==> src/rtl/frag_rx_pkg.sv <==
package frag_rx_pkg;
  localparam int LEN_W      = 9;
  localparam int LEN_LSB    = 16;
  localparam int LAST_BIT   = 31;
  localparam int SLOT_W     = 32;
  localparam int WHOLE_W    = LEN_W - 2;

  typedef enum logic [2:0] {
    S_IDLE,
    S_HDR,
    S_WAITW,
    S_UNPACK,
    S_CHK,
    S_NEXT,
    S_DONE
  } rxState_t;

  typedef struct packed {
    logic init;
    logic hdrLoad;
    logic wordLoad;
    logic byteWr;
    logic wholeDec;
    logic timerInc;
    logic timerClr;
  } rxStrobe_t;
endpackage

==> src/rtl/frag_rx_dp.sv <==
module frag_rx_dp
  import frag_rx_pkg::*;
#(
  parameter int CAP_W  = 12,
  parameter int FILL_W = 8,
  parameter int TO_W   = 16
) (
  input  logic               clk,
  input  logic               rstN,
  input  rxStrobe_t          st,
  input  logic [CAP_W-1:0]   capBytes,
  input  logic [TO_W-1:0]    timeoutLimit,
  input  logic [FILL_W-1:0]  fillCount,
  input  logic [SLOT_W-1:0]  slotData,
  output logic               capZero,
  output logic               slotAvail,
  output logic               timeoutHit,
  output logic               lenTooBig,
  output logic               hdrWholeZero,
  output logic               wholeIsOne,
  output logic               tailNonZero,
  output logic               lastFull,
  output logic               lastTail,
  output logic               fragLast,
  output logic [CAP_W-1:0]   wrAddr,
  output logic [7:0]         wrData,
  output logic [CAP_W-1:0]   rxLen,
  output logic               zeroWarn
);
  localparam int CMP_W = (CAP_W > LEN_W) ? CAP_W : LEN_W;

  logic [CAP_W-1:0]   capReg;
  logic [CAP_W-1:0]   addrCnt;
  logic [LEN_W-1:0]   hdrLen;
  logic               hdrLast;
  logic [WHOLE_W-1:0] wholeLeft;
  logic [SLOT_W-1:0]  wordReg;
  logic [1:0]         byteIdx;
  logic [TO_W-1:0]    timer;
  logic               warnReg;

  logic [LEN_W-1:0]   slotLen;
  logic [CAP_W-1:0]   room;

  assign slotLen      = slotData[LEN_LSB +: LEN_W];
  assign room         = capReg - addrCnt;
  assign lenTooBig    = CMP_W'(slotLen) > CMP_W'(room);
  assign hdrWholeZero = (slotLen[LEN_W-1:2] == '0);
  assign capZero      = (capBytes == '0);
  assign slotAvail    = (fillCount != '0);
  assign timeoutHit   = (timer == timeoutLimit);
  assign wholeIsOne   = (wholeLeft == WHOLE_W'(1));
  assign tailNonZero  = (hdrLen[1:0] != 2'd0);
  assign lastFull     = (byteIdx == 2'd3);
  assign lastTail     = (byteIdx == (hdrLen[1:0] - 2'd1));
  assign fragLast     = hdrLast;

  always_ff @(posedge clk or negedge rstN) begin
    if (!rstN) begin
      capReg    <= '0;
      addrCnt   <= '0;
      hdrLen    <= '0;
      hdrLast   <= 1'b0;
      wholeLeft <= '0;
      wordReg   <= '0;
      byteIdx   <= '0;
      timer     <= '0;
      warnReg   <= 1'b0;
    end else begin
      if (st.init) begin
        capReg  <= capBytes;
        addrCnt <= '0;
        warnReg <= 1'b0;
      end
      if (st.timerClr || st.init) begin
        timer <= '0;
      end else if (st.timerInc) begin
        timer <= timer + TO_W'(1);
      end
      if (st.hdrLoad) begin
        hdrLen    <= slotLen;
        hdrLast   <= slotData[LAST_BIT];
        wholeLeft <= slotLen[LEN_W-1:2];
        if (slotLen == '0) warnReg <= 1'b1;
      end
      if (st.wordLoad) begin
        wordReg <= slotData;
        byteIdx <= '0;
      end
      if (st.byteWr) begin
        addrCnt <= addrCnt + CAP_W'(1);
        byteIdx <= byteIdx + 2'd1;
      end
      if (st.wholeDec) begin
        wholeLeft <= wholeLeft - WHOLE_W'(1);
      end
    end
  end

  assign wrAddr   = addrCnt;
  assign wrData   = wordReg[{byteIdx, 3'b000} +: 8];
  assign rxLen    = addrCnt;
  assign zeroWarn = warnReg;
endmodule

==> src/rtl/frag_rx_ctrl.sv <==
module frag_rx_ctrl
  import frag_rx_pkg::*;
(
  input  logic      clk,
  input  logic      rstN,
  input  logic      start,
  input  logic      peerReady,
  input  logic      capZero,
  input  logic      slotAvail,
  input  logic      timeoutHit,
  input  logic      lenTooBig,
  input  logic      hdrWholeZero,
  input  logic      wholeIsOne,
  input  logic      tailNonZero,
  input  logic      lastFull,
  input  logic      lastTail,
  input  logic      fragLast,
  output rxStrobe_t st,
  output logic      slotPop,
  output logic      doorbell,
  output logic      done,
  output logic      error
);
  rxState_t state, stateNext;
  logic     isTail, isTailNext;
  logic     errFlag, errNext;

  always_comb begin
    st         = '0;
    stateNext  = state;
    isTailNext = isTail;
    errNext    = errFlag;
    slotPop    = 1'b0;
    doorbell   = 1'b0;
    unique case (state)
      S_IDLE: begin
        if (start) begin
          st.init = 1'b1;
          if (capZero) begin
            errNext   = 1'b1;
            stateNext = S_DONE;
          end else begin
            errNext   = 1'b0;
            stateNext = S_HDR;
          end
        end
      end
      S_HDR: begin
        if (slotAvail) begin
          slotPop     = 1'b1;
          st.hdrLoad  = 1'b1;
          st.timerClr = 1'b1;
          isTailNext  = 1'b0;
          if (lenTooBig) begin
            errNext   = 1'b1;
            stateNext = S_DONE;
          end else if (hdrWholeZero) begin
            stateNext = S_CHK;
          end else begin
            stateNext = S_WAITW;
          end
        end else if (timeoutHit) begin
          errNext   = 1'b1;
          stateNext = S_DONE;
        end else begin
          st.timerInc = 1'b1;
        end
      end
      S_WAITW: begin
        if (slotAvail) begin
          slotPop     = 1'b1;
          st.wordLoad = 1'b1;
          st.timerClr = 1'b1;
          stateNext   = S_UNPACK;
        end else if (timeoutHit) begin
          errNext   = 1'b1;
          stateNext = S_DONE;
        end else begin
          st.timerInc = 1'b1;
        end
      end
      S_UNPACK: begin
        st.byteWr = 1'b1;
        if (isTail) begin
          if (lastTail) stateNext = S_NEXT;
        end else if (lastFull) begin
          st.wholeDec = 1'b1;
          stateNext   = wholeIsOne ? S_CHK : S_WAITW;
        end
      end
      S_CHK: begin
        if (!peerReady) begin
          errNext   = 1'b1;
          stateNext = S_DONE;
        end else if (tailNonZero) begin
          isTailNext = 1'b1;
          stateNext  = S_WAITW;
        end else begin
          stateNext = S_NEXT;
        end
      end
      S_NEXT: begin
        if (fragLast) begin
          errNext   = 1'b0;
          stateNext = S_DONE;
        end else begin
          doorbell  = !slotAvail;
          stateNext = S_HDR;
        end
      end
      S_DONE: stateNext = S_IDLE;
      default: stateNext = S_IDLE;
    endcase
  end

  always_ff @(posedge clk or negedge rstN) begin
    if (!rstN) begin
      state   <= S_IDLE;
      isTail  <= 1'b0;
      errFlag <= 1'b0;
    end else begin
      state   <= stateNext;
      isTail  <= isTailNext;
      errFlag <= errNext;
    end
  end

  assign done  = (state == S_DONE);
  assign error = (state == S_DONE) && errFlag;
endmodule

==> src/rtl/frag_rx.sv <==
module frag_rx
  import frag_rx_pkg::*;
#(
  parameter int CAP_W  = 12,
  parameter int FILL_W = 8,
  parameter int TO_W   = 16
) (
  input  logic              clk,
  input  logic              rstN,
  input  logic              start,
  input  logic [CAP_W-1:0]  capBytes,
  input  logic [TO_W-1:0]   timeoutLimit,
  input  logic [FILL_W-1:0] fillCount,
  input  logic              peerReady,
  input  logic [31:0]       slotData,
  output logic              slotPop,
  output logic              wrEn,
  output logic [CAP_W-1:0]  wrAddr,
  output logic [7:0]        wrData,
  output logic              doorbell,
  output logic [CAP_W-1:0]  rxLen,
  output logic              zeroWarn,
  output logic              done,
  output logic              error
);
  rxStrobe_t st;
  logic capZero, slotAvail, timeoutHit, lenTooBig, hdrWholeZero;
  logic wholeIsOne, tailNonZero, lastFull, lastTail, fragLast;

  frag_rx_ctrl i_ctrl (
    .clk(clk), .rstN(rstN), .start(start), .peerReady(peerReady),
    .capZero(capZero), .slotAvail(slotAvail), .timeoutHit(timeoutHit),
    .lenTooBig(lenTooBig), .hdrWholeZero(hdrWholeZero),
    .wholeIsOne(wholeIsOne), .tailNonZero(tailNonZero),
    .lastFull(lastFull), .lastTail(lastTail), .fragLast(fragLast),
    .st(st), .slotPop(slotPop), .doorbell(doorbell),
    .done(done), .error(error)
  );

  frag_rx_dp #(.CAP_W(CAP_W), .FILL_W(FILL_W), .TO_W(TO_W)) i_dp (
    .clk(clk), .rstN(rstN), .st(st), .capBytes(capBytes),
    .timeoutLimit(timeoutLimit), .fillCount(fillCount), .slotData(slotData),
    .capZero(capZero), .slotAvail(slotAvail), .timeoutHit(timeoutHit),
    .lenTooBig(lenTooBig), .hdrWholeZero(hdrWholeZero),
    .wholeIsOne(wholeIsOne), .tailNonZero(tailNonZero),
    .lastFull(lastFull), .lastTail(lastTail), .fragLast(fragLast),
    .wrAddr(wrAddr), .wrData(wrData), .rxLen(rxLen), .zeroWarn(zeroWarn)
  );

  assign wrEn = st.byteWr;
endmodule

==> config.mk <==
export PLATFORM = sky130hd
export DESIGN_NAME = frag_rx
export DESIGN_NICKNAME = d
export VERILOG_FILES = /design/src/rtl/frag_rx_pkg.sv /design/src/rtl/frag_rx_dp.sv /design/src/rtl/frag_rx_ctrl.sv /design/src/rtl/frag_rx.sv
export SDC_FILE = /design/constraint.sdc
export NUM_CORES = 1
export LEC_CHECK = 0
export BUFFER_PORTS_ARGS = -buffer_cell sky130_fd_sc_hd__buf_2
export CORE_MARGIN = 3
export CORE_UTILIZATION = 45
export DETAILED_ROUTE_END_ITERATION = 10
export PLACE_DENSITY = 0.7
export SLEW_MARGIN = 20
export SYNTH_ARGS = -nofsm -noshare
export SYNTH_HDL_FRONTEND = slang
export SYNTH_SLANG_ARGS = --single-unit
export TNS_END_PERCENT = 1
==> constraint.sdc <==
create_clock -name clk -period 3.3 [get_ports clk]
set_input_delay 0.495 -clock clk [delete_from_list [all_inputs] [get_ports clk]]
set_output_delay 0.495 -clock clk [all_outputs]
set_load 0.01 [all_outputs]
==> results of run 1 <==
==> stage by stage <==
stage          setup WS (ns)  util [%]    TNS, ns  hold slack (ns)  instance area (um2)
6_report             -0.1006     57.33    -0.1975           0.1887                 6686
3_3_place_gp       -0.005239     53.11  -0.005239           0.4531                 6193
5_1_grt              -0.2766     57.33    -0.6681           0.2445                 6686
3_5_place_dp         -0.1863     53.11    -0.4359           0.4605                 6193
4_1_cts              -0.1241     56.45    -0.2867           0.2153                 6584
2_1_floorplan        0.04681         -          0           0.1994                 5532
==> worst max-delay path: stages, from the launching register on <==
cell       delay (ns)
dfrtp_1          0.37
inv_2            0.07
ha_4             0.13
inv_2            0.03
fa_2             0.35
a21oi_2          0.16
o211ai_1         0.16
o41ai_2          0.31
xor2_1           0.23
ha_1             0.27
nand2b_4         0.14
o2bb2ai_2        0.13
a221oi_4         0.22
o311ai_4         0.16
buf_4            0.17
o31a_1           0.28
nor3b_2          0.15
==> power by group through the flow <==
stage          Combinational, mW  Clock, mW  Sequential (mW)
2_1_floorplan               2.37          0             1.74
3_3_place_gp                3.03          0             1.81
3_5_place_dp                3.18          0             1.83
4_1_cts                     3.51       1.02             1.82
5_1_grt                     4.22       1.06             1.89
6_report                    3.83       1.00             1.83
==> how the worst max path moves through the flow <==
stage                               startpoint                          end  cells past startpoint
floorplan            i_dp.rxLen[0]$_DFFE_PN0P_   i_ctrl.errFlag$_DFFE_PN0P_                     14
global placement    i_dp.capReg[0]$_DFFE_PN0P_   i_ctrl.errFlag$_DFFE_PN0P_                     15
detailed placement  i_dp.capReg[0]$_DFFE_PN0P_   i_ctrl.errFlag$_DFFE_PN0P_                     15
CTS                 i_dp.capReg[0]$_DFFE_PN0P_   i_ctrl.errFlag$_DFFE_PN0P_                     15
global route        i_dp.capReg[0]$_DFFE_PN0P_  i_ctrl.state[2]$_DFFE_PN0P_                     16
finish              i_dp.capReg[0]$_DFFE_PN0P_  i_ctrl.state[2]$_DFFE_PN0P_                     16
==> flip-flops by register name (all words and copies together) (netlist names) <==
register and count:
i_dp.byteIdx 2, i_dp.rxLen 12, i_dp.wordReg 32, i_dp.timer 16
i_dp.capReg 12, i_dp.hdrLen 2, i_ctrl.errFlag 1, i_ctrl.isTail 1
i_dp.fragLast 1, i_dp.wholeLeft 7, i_ctrl.state 3, i_dp.zeroWarn 1
==> cell families after synthesis <==
logic type	share of synthesized area (%)
fa+ha+maj	6.278
buf+inv	5.346
flops	40.95
simple gates	25.41
mux	4.754
xor+xnor	6.210
compound gates	11.06
==> area by class of cell <==
cell class              instances  area share (%)
multi-input cells             472           46.33
flip-flops and latches         90           33.72
repair buffers                137           11.34
clock buffers                   9           3.368
well taps                     143           2.676
inverters                      30           1.684
clock inverters                 7          0.8795
==> placed cells by master (no fill, tap or decap), drive strengths merged, types with 14 or more instances in the layout <==
cell type,n
a21oi,21
nor3,14
ha,26
buf,137
dfrtp,90
xor2,28
inv,33
nand2,170
nand3,24
nor2,30
o21ai,26
==> timing repair <==
item                                    4_1_cts  5_1_grt
resized for setup                             6       15
pin swaps                                    13       11
endpoints found under the setup margin        3        3
setup buffers                                11        2
==> per-layer routing <==
| metal | part of all wire (%) | vias to the layer above | wire length [um] | global-route usage, % |
|---|---|---|---|---|
| li1 | - | 2372 | - | - |
| met1 | 43 | 2375 | 6283 | 28.25 |
| met2 | 50 | 139 | 7291 | 38.18 |
| met3 | 6.2 | 14 | 916 | 5.855 |
| met4 | 1.2 | 0 | 174 | 4.969 |
| met5 | 0 | - | 0 | 0 |
==> results_dict.tcl, run 1 <==
set metrics [dict create \
    synthDistinctLibCells 59 \
    skew_ns 0.009860 \
    placement.io_buffers 109 \
    end_kind "flop" \
    root_buffer "clkbuf_16" \
    grt_pass1_vias 4898 \
    reg2reg_slack_ns -0.10 \
    synthMostInstantiatedCell "nand2_1" \
    cts_tree "done" \
    drv_cap 0 \
    setup_viol 3 \
    synth_edf_count 0 \
    grt_pass1_wl_um 23890 \
    synth.cell_area_um2 5500 \
    rsz0062_at_grt "yes" \
    final-hold-violation-count 0 \
    multiInputGateArea_um2 3098 \
    grt_use_total_pct 22.21 \
    r2r-end "i_ctrl.state[2]$_DFFE_PN0P_" \
    status "complete, but fails checks" \
    via_count 4900 \
    ios 110 \
    dr.pass1.iters 6 \
    synthTopCellsByArea "dfrtp_1, nand2_1, ha_1" \
    timing.final.ws_setup_ns -0.1006 \
    drtIter0Drc 302 \
    holdBufCountCts 0 \
    cp-start-kind "flop" \
    register_area_um2 2255 \
    p_sw_mw 2.862 \
    fp.coreArea_um2 11660 \
    instances_no_fill 888 \
    synth_fp_nets 727 \
    worst_pin_slew_ns 0.7011 \
    drc 0 \
    nFillCells 1050 \
    ant_nets 0 \
    die_w_um 116.6 \
    grt_max_degree 53 \
    place.gp.congestion 0.8464 \
    area_growth_pct 21.57 \
    nets 839 \
    maxSlewHeadroom_pct 53.26 \
    ys_ff_latch 90 \
    yosys.area.top_type_share_pct 40.95 \
    worst_skew_pair.late_latency_ns 0.36 \
    power.total_mw 6.670 \
    syn_area_per_cell_um2 8.758 \
    ys.flop_type "dfrtp_1" \
    worst-path-max-fanout 3 \
    syn_inst 628 \
    fp-row-count 39 \
    dpl.cell_count 859 \
    cts.path.max_buffers 2 \
    vdd_drop_max_v 0.0005202 \
    start_util_pct 47.16 \
    insertedDiodeCount 0 \
    cts_sinks 90 \
    cts.reportedPaths.clkPinSlew_ns 0.07 \
    wl_um 14670 \
    synthArstFlopShare_pct 100.0 \
    fin_crit_ns 3.401 \
    vias_per_cell 5.518 \
    internal-power_mw 3.808 \
    yosysTopAreaCell "dfrtp_1" \
    die_y_um 116.6 \
    powerDensity_nw_per_um2 997.5 \
    dp_hpwl_um 10640 \
    cts_buffers 9 \
    cp.required_ns 3.58 \
    cp.arrival_ns 3.68 \
    leakagePower_nw 3.242 \
    slew_violations 0 \
    switching_share_pct 42.90 \
    r2r-start "i_dp.capReg[0]$_DFFE_PN0P_" \
    violations "setup timing" \
    drive_gt1_share_pct 26.04 \
    combPwrFrac_pct 57.5 \
    grt-ovfl-total 0 \
    critPathKind "reg2reg" \
    antenna_found_initial 0 \
    post-route-period-util_pct 103.0 \
    clockPowerShare_pct 15.1 \
    yosysWarnings 0 \
    wl_per_cell_um 16.52 \
    r2r_cells 16 \
    die_area_um2 13590 \
    seq_power_share_pct 27.5 \
    hp-class "in2async" \
    ys_top_cells_by_count "nand2_1, dfrtp_1, nor2_1" \
    seq_area_frac_synth_pct 40.95 \
    max_clock_freq_ghz 0.2941 \
    htreeDepth 3 \
]
Note: power is estimated with default switching activity, not from simulation.
==> run 2: changes to the inputs <==
Settings changed: CORE_MARGIN 3 to default, PLACE_DENSITY 0.7 to 0.75.
==> results_dict.tcl, run 2 (synthesis results as in run 1) <==
set metrics [dict create \
    cp-endpoint "i_ctrl.errFlag$_DFFE_PN0P_" \
    die_y_um 112.6 \
    grt_max_degree 63 \
    fin_crit_ns 3.440 \
    grt_pass1_wl_um 23090 \
    place.gp.congestion 0.9100 \
    power.total_mw 6.258 \
    nFillCells 1051 \
    fin_area_um2 6556 \
    wl_per_cell_um 15.54 \
    final-hold-violation-count 0 \
    maxSlewHeadroom_pct 46.41 \
    drv_cap 0 \
    die_w_um 112.6 \
    top_register "i_dp.wordReg" \
    final_common_cell "nand2_1" \
    die_area_um2 12670 \
    fp.coreArea_um2 11960 \
    cts_tree "done" \
    via_count 4880 \
    dp_hpwl_um 10110 \
    drtIter0Drc 336 \
    hp-class "in2async" \
    end_kind "flop" \
    reg2reg_slack_ns -0.14 \
    nets 827 \
    cts.path.max_buffers 2 \
    cp.arrival_ns 3.73 \
    root_buffer "clkbuf_16" \
    vdd_drop_max_v 0.0005737 \
    whs_ns 0.2353 \
    cts_buffers 9 \
    worst_pin_slew_ns 0.8038 \
    fp-row-count 40 \
    dpl_cell_area_um2 6191 \
    cp.required_ns 3.59 \
    timing.final.ws_setup_ns -0.1400 \
    wl_um 13670 \
    r2r_cells 16 \
    critPathKind "reg2reg" \
    vias_per_cell 5.545 \
    grt-ovfl-total 0 \
    largest_reg_flops 32 \
    drive_gt1_share_pct 23.60 \
    powerDensity_nw_per_um2 954.5 \
    cts_sinks 90 \
    critPathLaunch "i_dp.rxLen[1]$_DFFE_PN0P_" \
    drc 0 \
    setup_tns_ns -0.1851 \
    violations "setup timing" \
    leakagePower_nw 3.189 \
    htreeDepth 3 \
    cp-start-kind "flop" \
    worst-path-max-fanout 4 \
    placement.io_buffers 109 \
    r2r-start "i_dp.rxLen[1]$_DFFE_PN0P_" \
    ios 110 \
    antenna_found_initial 0 \
    max_clock_freq_ghz 0.2907 \
    holdBufCountCts 0 \
    area_growth_pct 19.20 \
    worst_skew_pair.late_latency_ns 0.35 \
    cts.reportedPaths.clkPinSlew_ns 0.07 \
    rsz0062_at_grt "yes" \
    insertedDiodeCount 0 \
    reg_top3 "i_dp.wordReg (32), i_dp.timer (16)" \
    dr.pass1.iters 5 \
    setup_viol 2 \
    grt_use_total_pct 23.31 \
    slew_violations 0 \
    ant_nets 0 \
    status "complete, but fails checks" \
    start_util_pct 45.98 \
    r2r-end "i_ctrl.errFlag$_DFFE_PN0P_" \
    layout_common_cells "nand2_1, buf_2, dfrtp_1" \
    skew_ns 0.006013 \
    post-route-period-util_pct 104.2 \
    grt_pass1_vias 4771 \
]
-- run 2: worst min path at each step --
stage,startpoint,end,slack (ns),cells after the start
4_1_cts,rstN,i_dp.timer[8]$_DFFE_PN0P_,0.26,1
3_5_place_dp,i_dp.wordReg[27]$_DFFE_PN0P_,i_dp.wordReg[27]$_DFFE_PN0P_,0.46,2
6_report,rstN,i_dp.timer[7]$_DFFE_PN0P_,0.24,1
2_1_floorplan,rstN,i_ctrl.errFlag$_DFFE_PN0P_,0.20,0
5_1_grt,rstN,i_dp.timer[8]$_DFFE_PN0P_,0.30,1
3_3_place_gp,i_dp.wordReg[25]$_DFFE_PN0P_,i_dp.wordReg[25]$_DFFE_PN0P_,0.45,2
-- run 2: layout make-up --
| cell class | count | area [um2] | area share, % |
|---|---|---|---|
| Clock buffer | 9 | 225.2 | 3.435 |
| Clock inverter | 7 | 92.59 | 1.412 |
| Inverter | 30 | 112.6 | 1.718 |
| Multi-Input combinational cell | 472 | 3020 | 46.07 |
| Sequential cell | 90 | 2253 | 34.37 |
| Tap cell | 147 | 183.9 | 2.805 |
| Timing Repair Buffer | 125 | 668.1 | 10.19 |
-- run 2: stage by stage --
step                      std cells  setup WS [ns]  util (%)
after CTS                       879       -0.07230     54.59
after global routing            880        -0.2340     54.81
after floorplan                 628        0.04681         -
after global placement          862      0.0004508     51.76
final                           880        -0.1400     54.81
after detailed placement        862        -0.2061     51.76
-- run 2: what timing repair did --
item,CTS,global route
setup buffers,1,1
setup endpoints to repair,3,3
pin swaps,4,1
resized for setup,4,3
-- run 2: power by group --
part	leakage (nW)	internal, mW	total [mW]	switching [mW]
Clock	0.156	0.610	1.10	0.494
Sequential	1.13	1.49	1.81	0.317
Combinational	1.90	1.48	3.34	1.86
-- run 2: worst max-delay path, cell delays in order, from the launching register on --
cell and delay (ns):
dfrtp_1 0.39, inv_1 0.10, ha_1 0.23, nor2b_1 0.15, o31ai_2 0.35, buf_4 0.18
a21oi_2 0.06, nor2_1 0.11, xor2_1 0.19, ha_1 0.27, nand4_1 0.12, o21ai_0 0.13
o2bb2ai_2 0.14, a221oi_2 0.27, o311ai_4 0.17, or4_1 0.43, nand3_1 0.09
-- run 2: per-layer routing --
layer	vias up	wire length, um	GRT usage (%)
li1	2359	-	-
met1	2284	5828	28.97
met2	189	6626	38.81
met3	48	732	4.752
met4	0	487	11.29
met5	-	0	0
